==> config.mk <==
export PLATFORM = sky130hd
export DESIGN_NAME = swd_xfer_engine
export DESIGN_NICKNAME = d
export VERILOG_FILES = /design/src/rtl/swd_xfer_pkg.sv /design/src/rtl/swd_xfer_datapath.sv /design/src/rtl/swd_xfer_ctrl.sv /design/src/rtl/swd_xfer_engine.sv
export SDC_FILE = /design/constraint.sdc
export NUM_CORES = 1
export LEC_CHECK = 0
export BUFFER_PORTS_ARGS = -buffer_cell sky130_fd_sc_hd__buf_4
export CORE_MARGIN = 2
export CORE_UTILIZATION = 58
export CTS_CLUSTER_SIZE = 14
export DETAILED_ROUTE_END_ITERATION = 8
export GPL_TIMING_DRIVEN = 0
export PLACE_DENSITY = 0.85
export SYNTH_ARGS = -nofsm -noshare
export SYNTH_HDL_FRONTEND = slang
export SYNTH_SLANG_ARGS = --single-unit
==> constraint.sdc <==
create_clock -name clk -period 2.8 [get_ports clk]
set_input_delay 0.28 -clock clk [delete_from_list [all_inputs] [get_ports clk]]
set_output_delay 0.28 -clock clk [all_outputs]
set_load 0.03 [all_outputs]
==> src/rtl/swd_xfer_pkg.sv <==
package swd_xfer_pkg;

  typedef enum logic [3:0] {
    ST_IDLE,
    ST_HDR,
    ST_TRN1,
    ST_ACK,
    ST_RDATA,
    ST_TRN2,
    ST_WDATA,
    ST_IDLECYC,
    ST_DUMMYRD,
    ST_DUMMYWR,
    ST_BACKOFF
  } xferState_t;

  typedef struct packed {
    logic load;
    logic hdrAdv;
    logic wrAdv;
    logic ackSample;
    logic rxSample;
    logic finish;
  } dpStrobe_t;

  localparam logic [2:0] ACK_OK    = 3'b001;
  localparam logic [2:0] ACK_WAIT  = 3'b010;
  localparam logic [2:0] ACK_FAULT = 3'b100;
  localparam logic [3:0] RES_PARERR = 4'b1000;

endpackage

==> src/rtl/swd_xfer_datapath.sv <==
module swd_xfer_datapath
  import swd_xfer_pkg::*;
#(
  parameter int DATA_W = 32
) (
  input  logic              clk,
  input  logic              rstN,
  input  dpStrobe_t         strobe,
  input  logic [3:0]        req,
  input  logic [DATA_W-1:0] wrData,
  input  logic              swdioIn,
  output logic              hdrBit,
  output logic              wrBit,
  output logic              ackOk,
  output logic              ackWaitFault,
  output logic              reqRead,
  output logic [3:0]        result,
  output logic [DATA_W-1:0] rdData
);

  localparam int HDR_W = 8;
  localparam int FRM_W = DATA_W + 1;

  logic [HDR_W-1:0] hdrShift;
  logic [FRM_W-1:0] wrShift;
  logic [FRM_W-1:0] rxShift;
  logic [2:0]       ackReg;
  logic [3:0]       reqReg;
  logic             rxParityBad;

  assign hdrBit       = hdrShift[0];
  assign wrBit        = wrShift[0];
  assign reqRead      = reqReg[1];
  assign ackOk        = (ackReg == ACK_OK);
  assign ackWaitFault = (ackReg == ACK_WAIT) || (ackReg == ACK_FAULT);
  assign rxParityBad  = ^rxShift;

  always_ff @(posedge clk or negedge rstN) begin
    if (!rstN) begin
      hdrShift <= '1;
      wrShift  <= '0;
      reqReg   <= '0;
    end else if (strobe.load) begin
      reqReg   <= req;
      hdrShift <= {1'b1, 1'b0, ^req, req[3], req[2], req[1], req[0], 1'b1};
      wrShift  <= {^wrData, wrData};
    end else begin
      if (strobe.hdrAdv) hdrShift <= {1'b1, hdrShift[HDR_W-1:1]};
      if (strobe.wrAdv)  wrShift  <= {1'b0, wrShift[FRM_W-1:1]};
    end
  end

  always_ff @(posedge clk or negedge rstN) begin
    if (!rstN) begin
      ackReg  <= '0;
      rxShift <= '0;
    end else begin
      if (strobe.ackSample) ackReg  <= {swdioIn, ackReg[2:1]};
      if (strobe.rxSample)  rxShift <= {swdioIn, rxShift[FRM_W-1:1]};
    end
  end

  always_ff @(posedge clk or negedge rstN) begin
    if (!rstN) begin
      result <= '0;
      rdData <= '0;
    end else if (strobe.finish) begin
      if (ackOk && reqRead && rxParityBad) result <= RES_PARERR;
      else                                 result <= {1'b0, ackReg};
      if (ackOk && reqRead) rdData <= rxShift[DATA_W-1:0];
    end
  end

  // the parity error code appears only after a read acknowledged OK
  assert_parerr_read_only_R4: assert property (@(posedge clk) disable iff (!rstN)
    (strobe.finish && !(ackOk && reqRead)) |=> !result[3]);

  // words are not captured when the transfer was not an OK read
  assert_rd_hold_R10: assert property (@(posedge clk) disable iff (!rstN)
    (strobe.finish && !(ackOk && reqRead)) |=> $stable(rdData));

endmodule

==> src/rtl/swd_xfer_ctrl.sv <==
module swd_xfer_ctrl
  import swd_xfer_pkg::*;
#(
  parameter int TURN_W = 2,
  parameter int IDLE_W = 8,
  parameter int DATA_W = 32
) (
  input  logic              clk,
  input  logic              rstN,
  input  logic              start,
  input  logic [TURN_W-1:0] cfgTurn,
  input  logic [IDLE_W-1:0] cfgIdle,
  input  logic              cfgDataPhase,
  input  logic              ackOk,
  input  logic              ackWaitFault,
  input  logic              reqRead,
  input  logic              hdrBit,
  input  logic              wrBit,
  output dpStrobe_t         strobe,
  output logic              swclk,
  output logic              swdioOut,
  output logic              swdioOe,
  output logic              busy,
  output logic              done
);

  localparam int DW_CW = $clog2(DATA_W + 1);
  localparam int CW_A  = (IDLE_W > TURN_W) ? IDLE_W : TURN_W;
  localparam int CW_B  = (CW_A > DW_CW) ? CW_A : DW_CW;
  localparam int CNT_W = (CW_B > 3) ? CW_B : 3;
  localparam logic [CNT_W-1:0] FRAME_LAST = CNT_W'(DATA_W);

  xferState_t        state, nxtState;
  logic [CNT_W-1:0]  cnt, nxtCnt;
  logic              phaseHigh;
  logic [TURN_W-1:0] turnReg;
  logic [IDLE_W-1:0] idleReg;
  logic              dpReg;
  logic              endOfBit, finish, goIdle;
  logic [CNT_W-1:0]  turnLast;

  assign busy     = (state != ST_IDLE);
  assign endOfBit = busy && phaseHigh;
  assign turnLast = CNT_W'(turnReg);

  always_comb begin
    nxtState = state;
    nxtCnt   = cnt;
    finish   = 1'b0;
    goIdle   = 1'b0;
    if (state == ST_IDLE) begin
      if (start) begin
        nxtState = ST_HDR;
        nxtCnt   = CNT_W'(7);
      end
    end else if (endOfBit) begin
      if (cnt != '0) begin
        nxtCnt = cnt - CNT_W'(1);
      end else begin
        unique case (state)
          ST_HDR: begin
            nxtState = ST_TRN1;
            nxtCnt   = turnLast;
          end
          ST_TRN1: begin
            nxtState = ST_ACK;
            nxtCnt   = CNT_W'(2);
          end
          ST_ACK: begin
            if (ackOk && reqRead) begin
              nxtState = ST_RDATA;
              nxtCnt   = FRAME_LAST;
            end else if (ackWaitFault && dpReg && reqRead) begin
              nxtState = ST_DUMMYRD;
              nxtCnt   = FRAME_LAST;
            end else begin
              nxtState = ST_TRN2;
              nxtCnt   = turnLast;
            end
          end
          ST_RDATA, ST_DUMMYRD: begin
            nxtState = ST_TRN2;
            nxtCnt   = turnLast;
          end
          ST_TRN2: begin
            if (ackOk && !reqRead) begin
              nxtState = ST_WDATA;
              nxtCnt   = FRAME_LAST;
            end else if (ackOk) begin
              goIdle = 1'b1;
            end else if (ackWaitFault && dpReg && !reqRead) begin
              nxtState = ST_DUMMYWR;
              nxtCnt   = FRAME_LAST;
            end else if (ackWaitFault) begin
              finish = 1'b1;
            end else begin
              nxtState = ST_BACKOFF;
              nxtCnt   = FRAME_LAST;
            end
          end
          ST_WDATA: goIdle = 1'b1;
          default:  finish = 1'b1;
        endcase
        if (goIdle) begin
          if (idleReg == '0) begin
            finish = 1'b1;
          end else begin
            nxtState = ST_IDLECYC;
            nxtCnt   = CNT_W'(idleReg) - CNT_W'(1);
          end
        end
        if (finish) begin
          nxtState = ST_IDLE;
          nxtCnt   = '0;
        end
      end
    end
  end

  always_ff @(posedge clk or negedge rstN) begin
    if (!rstN) begin
      state     <= ST_IDLE;
      cnt       <= '0;
      phaseHigh <= 1'b0;
      turnReg   <= '0;
      idleReg   <= '0;
      dpReg     <= 1'b0;
      done      <= 1'b0;
    end else begin
      state     <= nxtState;
      cnt       <= nxtCnt;
      phaseHigh <= busy ? ~phaseHigh : 1'b0;
      done      <= finish;
      if (!busy && start) begin
        turnReg <= cfgTurn;
        idleReg <= cfgIdle;
        dpReg   <= cfgDataPhase;
      end
    end
  end

  always_comb begin
    strobe           = '0;
    strobe.load      = !busy && start;
    strobe.hdrAdv    = endOfBit && (state == ST_HDR);
    strobe.wrAdv     = endOfBit && (state == ST_WDATA);
    strobe.ackSample = busy && !phaseHigh && (state == ST_ACK);
    strobe.rxSample  = busy && !phaseHigh && (state == ST_RDATA);
    strobe.finish    = finish;
  end

  assign swclk = !busy || phaseHigh;

  always_comb begin
    unique case (state)
      ST_IDLE:               begin swdioOe = 1'b1; swdioOut = 1'b1;   end
      ST_HDR:                begin swdioOe = 1'b1; swdioOut = hdrBit; end
      ST_WDATA:              begin swdioOe = 1'b1; swdioOut = wrBit;  end
      ST_IDLECYC, ST_DUMMYWR: begin swdioOe = 1'b1; swdioOut = 1'b0;   end
      default:               begin swdioOe = 1'b0; swdioOut = 1'b1;   end
    endcase
  end

  // the serial clock toggles every system cycle during a transaction
  assert_clk_toggle_R11: assert property (@(posedge clk) disable iff (!rstN)
    (busy && $past(busy)) |-> (swclk != $past(swclk)));

  // driven value and enable hold through the high phase
  assert_drive_stable_R11: assert property (@(posedge clk) disable iff (!rstN)
    (busy && swclk) |-> ($stable(swdioOut) && $stable(swdioOe)));

  // done lasts one cycle and comes with busy low
  assert_done_pulse_R12: assert property (@(posedge clk) disable iff (!rstN)
    done |-> (!busy && $past(busy)));
  assert_done_single_R12: assert property (@(posedge clk) disable iff (!rstN)
    done |=> !done);

  // line returns driven high at the end of a transaction
  assert_line_high_R6: assert property (@(posedge clk) disable iff (!rstN)
    $fell(busy) |-> (swdioOe && swdioOut && swclk));

endmodule

==> src/rtl/swd_xfer_engine.sv <==
module swd_xfer_engine
  import swd_xfer_pkg::*;
#(
  parameter int TURN_W = 2,
  parameter int IDLE_W = 8,
  parameter int DATA_W = 32
) (
  input  logic              clk,
  input  logic              rstN,
  input  logic              start,
  input  logic [3:0]        req,
  input  logic [DATA_W-1:0] wrData,
  input  logic [TURN_W-1:0] cfgTurn,
  input  logic [IDLE_W-1:0] cfgIdle,
  input  logic              cfgDataPhase,
  input  logic              swdioIn,
  output logic              swclk,
  output logic              swdioOut,
  output logic              swdioOe,
  output logic              busy,
  output logic              done,
  output logic [3:0]        result,
  output logic [DATA_W-1:0] rdData
);

  dpStrobe_t strobe;
  logic hdrBit, wrBit, ackOk, ackWaitFault, reqRead;

  swd_xfer_ctrl #(
    .TURN_W(TURN_W),
    .IDLE_W(IDLE_W),
    .DATA_W(DATA_W)
  ) ctrl_i (
    .clk          (clk),
    .rstN         (rstN),
    .start        (start),
    .cfgTurn      (cfgTurn),
    .cfgIdle      (cfgIdle),
    .cfgDataPhase (cfgDataPhase),
    .ackOk        (ackOk),
    .ackWaitFault (ackWaitFault),
    .reqRead      (reqRead),
    .hdrBit       (hdrBit),
    .wrBit        (wrBit),
    .strobe       (strobe),
    .swclk        (swclk),
    .swdioOut     (swdioOut),
    .swdioOe      (swdioOe),
    .busy         (busy),
    .done         (done)
  );

  swd_xfer_datapath #(
    .DATA_W(DATA_W)
  ) dp_i (
    .clk          (clk),
    .rstN         (rstN),
    .strobe       (strobe),
    .req          (req),
    .wrData       (wrData),
    .swdioIn      (swdioIn),
    .hdrBit       (hdrBit),
    .wrBit        (wrBit),
    .ackOk        (ackOk),
    .ackWaitFault (ackWaitFault),
    .reqRead      (reqRead),
    .result       (result),
    .rdData       (rdData)
  );

endmodule

# == Word level (Yosys, flattened, before mapping) ==
# Cells that the tools add are included.
# word_totals
regBits,140
latch_bits,0
ramBits,0
romBits,0
word_cells,122
mem_count,0
# op_classes
n_addsub,2
n_mul,0
div,0
magnitude_cmp,0
n_eq_ne,14
n_shift,0
mux,55
bitwise,1
reduce_logical,36
# ops
operator,n
8-bit two-way mux,14
33-bit two-way mux,2
4-bit two-way mux,14
33-bit parity,1
8-bit one-hot mux with 4 select lines,1
32-bit parity,1
4-bit one-hot mux with 5 select lines,1
1-bit two-way mux,19
4-bit by 3-bit == test with 1-bit output (second input constant),4
8-bit by 1-bit subtractor with 8-bit output (second input constant),2
1-bit logical AND,13
4-bit by 2-bit == test with 1-bit output (second input constant),2
4-bit == test (second input constant),2
8-bit logical NOT,1
8-bit nonzero test,1
6-bit two-way mux,1
2-bit nonzero test,3
6-bit OR reduction,1
5-bit OR reduction,1
4-bit by 1-bit == test with 1-bit output (second input constant),1
4-bit logical NOT,1
1-bit one-hot mux with 2 select lines,2
2-bit AND reduction,2
4-bit nonzero test,1
13 further kinds,17

# == Depth between registers and ports, before layout ==
# logic_depth
word_depth,17
ltp_mapped,11

# == Hierarchy ==
# A second synthesis with hierarchy kept.
# hier_totals
hier_cells,625
hier_area_um2,7165.6
# modules_own_cells
module,instances,cells_each,area_per_inst_um2,seq_area_each_um2
swd_xfer_datapath,1,397,5099.9,2836.5
swd_xfer_ctrl,1,228,2065.7,625.6

# == Worst setup path before layout ==
# No wires, ideal clock.
# synth_path
kind,register -> register
from,register ctrl_i.state[0]
to,register dp_i.rdData[10]
setup_time_ps,125
arrival_time_ps,2331
required_ps,2675
slack_ps,344
stages_incl_launch_ff,11
period_less_slack_ps,2456
cell_sequence,dfrtp_1 buf_2 or2_0 a221o_1 or4_4 nand2_4 inv_4 nand2b_4 buf_8 buf_12 mux2_4
# synth_between
elab_chain_len,13
# synth_rtl
item,line_no,text
start: declaration,swd_xfer_ctrl.sv:33,"xferState_t state, nxtState;"
start signal: assignment,swd_xfer_ctrl.sv:130,state <= nxtState;
4-bit by 3-bit == test with 1-bit output,swd_xfer_ctrl.sv:60,unique case (state)
1-bit one-hot mux with 2 select lines,swd_xfer_ctrl.sv:60,
1-bit two-way mux,swd_xfer_ctrl.sv:57,if (cnt != '0) begin
1-bit two-way mux,swd_xfer_ctrl.sv:56,end else if (endOfBit) begin
1-bit two-way mux,swd_xfer_ctrl.sv:51,if (state == ST_IDLE) begin
1-bit two-way mux,swd_xfer_ctrl.sv:104,if (goIdle) begin
1-bit two-way mux,swd_xfer_ctrl.sv:57,
1-bit two-way mux,swd_xfer_ctrl.sv:56,
1-bit two-way mux,swd_xfer_ctrl.sv:51,
1-bit two-way mux,swd_xfer_ctrl.sv:57,
1-bit two-way mux,swd_xfer_ctrl.sv:56,
1-bit two-way mux (*),swd_xfer_ctrl.sv:51,
named net ctrl_i.finish,swd_xfer_ctrl.sv:39,"logic endOfBit, finish, goIdle;"
2-bit AND reduction (no source line) (*),n/a,
end signal: assignment,swd_xfer_datapath.sv:70,if (ackOk && reqRead) rdData <= rxShift[DATA_W-1:0];
end: declaration,swd_xfer_datapath.sv:18,output logic [DATA_W-1:0] rdData
# The timed path passes the listed nets; every way through them passes the cells marked *. The select of a mux whose other input is x is not followed.
# A chain may end at the register's enable or synchronous reset.

# == Worst setup path in the final report ==
# layout_path
from,register ctrl_i.state[1]
to,register dp_i.rdData[21]
# The elaborated chain is that of the path after synthesis.

==> results.toml <==
[synth]
yosys_warnings = 0
synth_cell_types = 66
ys_seq_area_share_pct = 47.8
synthFlopType = "dfrtp_1"
synth_nets = 692
avgSynthCellArea_sq_um = 11.4
synthArstFlopShare_pct = 100
synth_top_area_share_pct = 45.2
netlist_top_cells_area = "dfrtp_1 45%, xnor2_1 7.6%, mux2_4 6.2%, mux2_2 5.7%, mux2i_1 5.2%"
synth_edf_count = 0
ys_ff_latch = 138
netlist_area_sq_mm = 0.00725
syn_inst = 637
synth_top_cell_by_area = "dfrtp_1"

[drt]
via_per_inst = 5.64
firstDrtPassIters = 5
drt_iter0_drc = 409
route.vias.total = 5244
wl_um = 16100
final_antenna_net_count = 0
drc = 0
wl_per_cell_um = 17.3

[floorplanning]
rows = 40
start_util_pct = 59.8
dieArea_sq_mm = 0.0134
ioPinCount = 92
die_w_um = 116
core_area_sq_mm = 0.0121
fp.dieH_um = 116

[power_and_ir_drop]
p_per_area_mw_per_mm2 = 898
leakagePower_nw = 4.37
peakVddDrop_uv = 735

[sta]
hold-worst-slack_ns = 0.0868
tightest_slew_ns = 0.764
fmaxAchievable_mhz = 364
setup_viol = 0
hold_viol = 0
rsz0062_at_grt = "no"
period_share_pct = 98.1
fin_crit_ns = 2.75
setup_ws_ns = 0.0533
tns_ns = 0
slew-limit-headroom_pct = 49.1
fin_skew_ns = 0.0103
finalMaxSlewViolations = 0

[layout]
fin_area_sq_mm = 0.00879
stdcell_count = 930
drive_gt1_share_pct = 28.9
syn_to_final_growth_pct = 21.3
diodes = 0
layout_common_cells = "131 x dfrtp_1, 90 x buf_4, 64 x nand2_1, 63 x xnor2_1, 50 x o21ai_0"
nets = 804
final_common_cell = "dfrtp_1"

[global_routing]
grt_pass1_wl_um = 26700
overflow = 0
grt_antenna_before_repair = 0
first_global_vias = 5275
grt_max_degree = 97
grt.total_usage_pct = 25.7

[setup_path]
critPathKind = "reg -> reg"
crit_arrival_ns = 3.05
path_max_fanout = 10
worst_setup_path_start_kind = "flop"
cp-end-kind = "flop"
r2r_cells = 10
crit_required_ns = 3.10

[cts]
cts_tree = "built"
insertion_delay_ns = 0.43
cts.sinks = 138
h-tree-depth = 4
cts.path.max_buffers = 2
clkTransAtPathRegs_ns = 0.06
post-cts-setup-buffers = 0
numCtsBuffers = 17
root_buffer = "clkbuf_16"

[placement]
portBuffers = 91
routabilityCongestion = 0.893
postPlaceCellArea_sq_mm = 0.00817
placed_cells = 897
dpl.hpwl_um = 11400
post-place-ws_ns = -0.0604

[outcome]
status = "completed"

[job]
cap_violations = 0

[min_path]
hold_depth = 2
min_path_type = "in -> reg"
## layout make-up
cell class	count	area (sq um)
plain buffers	35	201
well taps	168	210
inverters	13	51.3
fillers	865	3320
multi-input cells	451	3540
clock buffers	18	439
clock inverters	14	160
repair buffers	93	724
flip-flops and latches	138	3460
## through the flow
| stage | utilization [%] | power (W) |
|---|---|---|
| 2_1_floorplan | - | 0.00481 |
| 3_3_place_gp | 67.2 | 0.00545 |
| 3_5_place_dp | 67.5 | 0.00560 |
| 4_1_cts | 72.6 | 0.00792 |
| 5_1_grt | 72.6 | 0.00837 |
| 6_report | 72.6 | 0.00789 |
## report_power, final
part | total [W] | switching, W | leakage [nW] | internal (W)
combinational | 0.00283 | 0.00164 | 2.25 | 0.00119
sequential | 0.00280 | 0.000343 | 1.83 | 0.00245
clock | 0.00226 | 0.000910 | 0.291 | 0.00135
## cell families (layout without fill, tap and decap cells)
family,Yosys count,after routing,synth area share (%)
flops,138,138,47.8
compound gates,117,117,10.0
mux,118,118,19.2
buf+inv,48,173,3.47
fa+ha+maj,4,4,0.691
xor+xnor,74,74,9.13
simple gates,138,138,9.70
## flip-flops by register name (all words and copies together), names as in the netlist
register	count
dp_i.result	4
dp_i.rdData	32
ctrl_i.idleReg	8
dp_i.reqReg	1
ctrl_i.done	1
ctrl_i.state	4
dp_i.ackReg	3
dp_i.rxShift	33
dp_i.hdrShift	7
dp_i.wrShift	33
ctrl_i.dpReg	1
ctrl_i.phaseHigh	1
ctrl_i.turnReg	2
ctrl_i.cnt	8
## cells in the mapped netlist (8+ instances only)
master    count
dfrtp_1     131
mux2_1       13
nand2_1      64
xor2_1       10
inv_1        11
o21ai_1       8
clkbuf_1     19
mux2_2       37
a21oi_1      15
xnor2_1      63
mux2_4       30
mux2i_1      38
nor2_1       19
o21ai_0      50
## critical path, cell delays in order (launching register included)
cell	delay, ns
dfrtp_1	0.38
buf_2	0.17
or4bb_1	0.56
nor4_1	0.42
or4_4	0.25
nand2_4	0.10
inv_4	0.11
nand2b_4	0.05
buf_8	0.14
buf_12	0.15
mux2_4	0.29
## metal layers
layer | GRT usage, % | wire (um)
met1 | 34.7 | 7090
met2 | 41.6 | 7960
met3 | 5.96 | 817
met4 | 7.94 | 221
met5 | 0 | 0
## final timing paths
path                                       start  slack (ns)           endpoint
worst max register to register   ctrl_i.state[1]        0.05    dp_i.rdData[21]
max in group asynchronous                   rstN        1.65   dp_i.rxShift[13]
worst min register to register  dp_i.wrShift[21]        0.49   dp_i.wrShift[21]
min in group asynchronous                   rstN        0.34   dp_i.wrShift[10]
worst max-delay path             ctrl_i.state[1]        0.05    dp_i.rdData[21]
worst min-delay path                  cfgIdle[5]        0.09  ctrl_i.idleReg[5]
## timing repair
item / CTS / global route
resized for setup: 1 / 3
cloned: 0 / 0
endpoints found under the setup margin: 30 / 33
endpoints found under the hold margin: 35 / 0
hold buffers: 1 / 0
No activity file was read; power rests on OpenSTA's default activity.
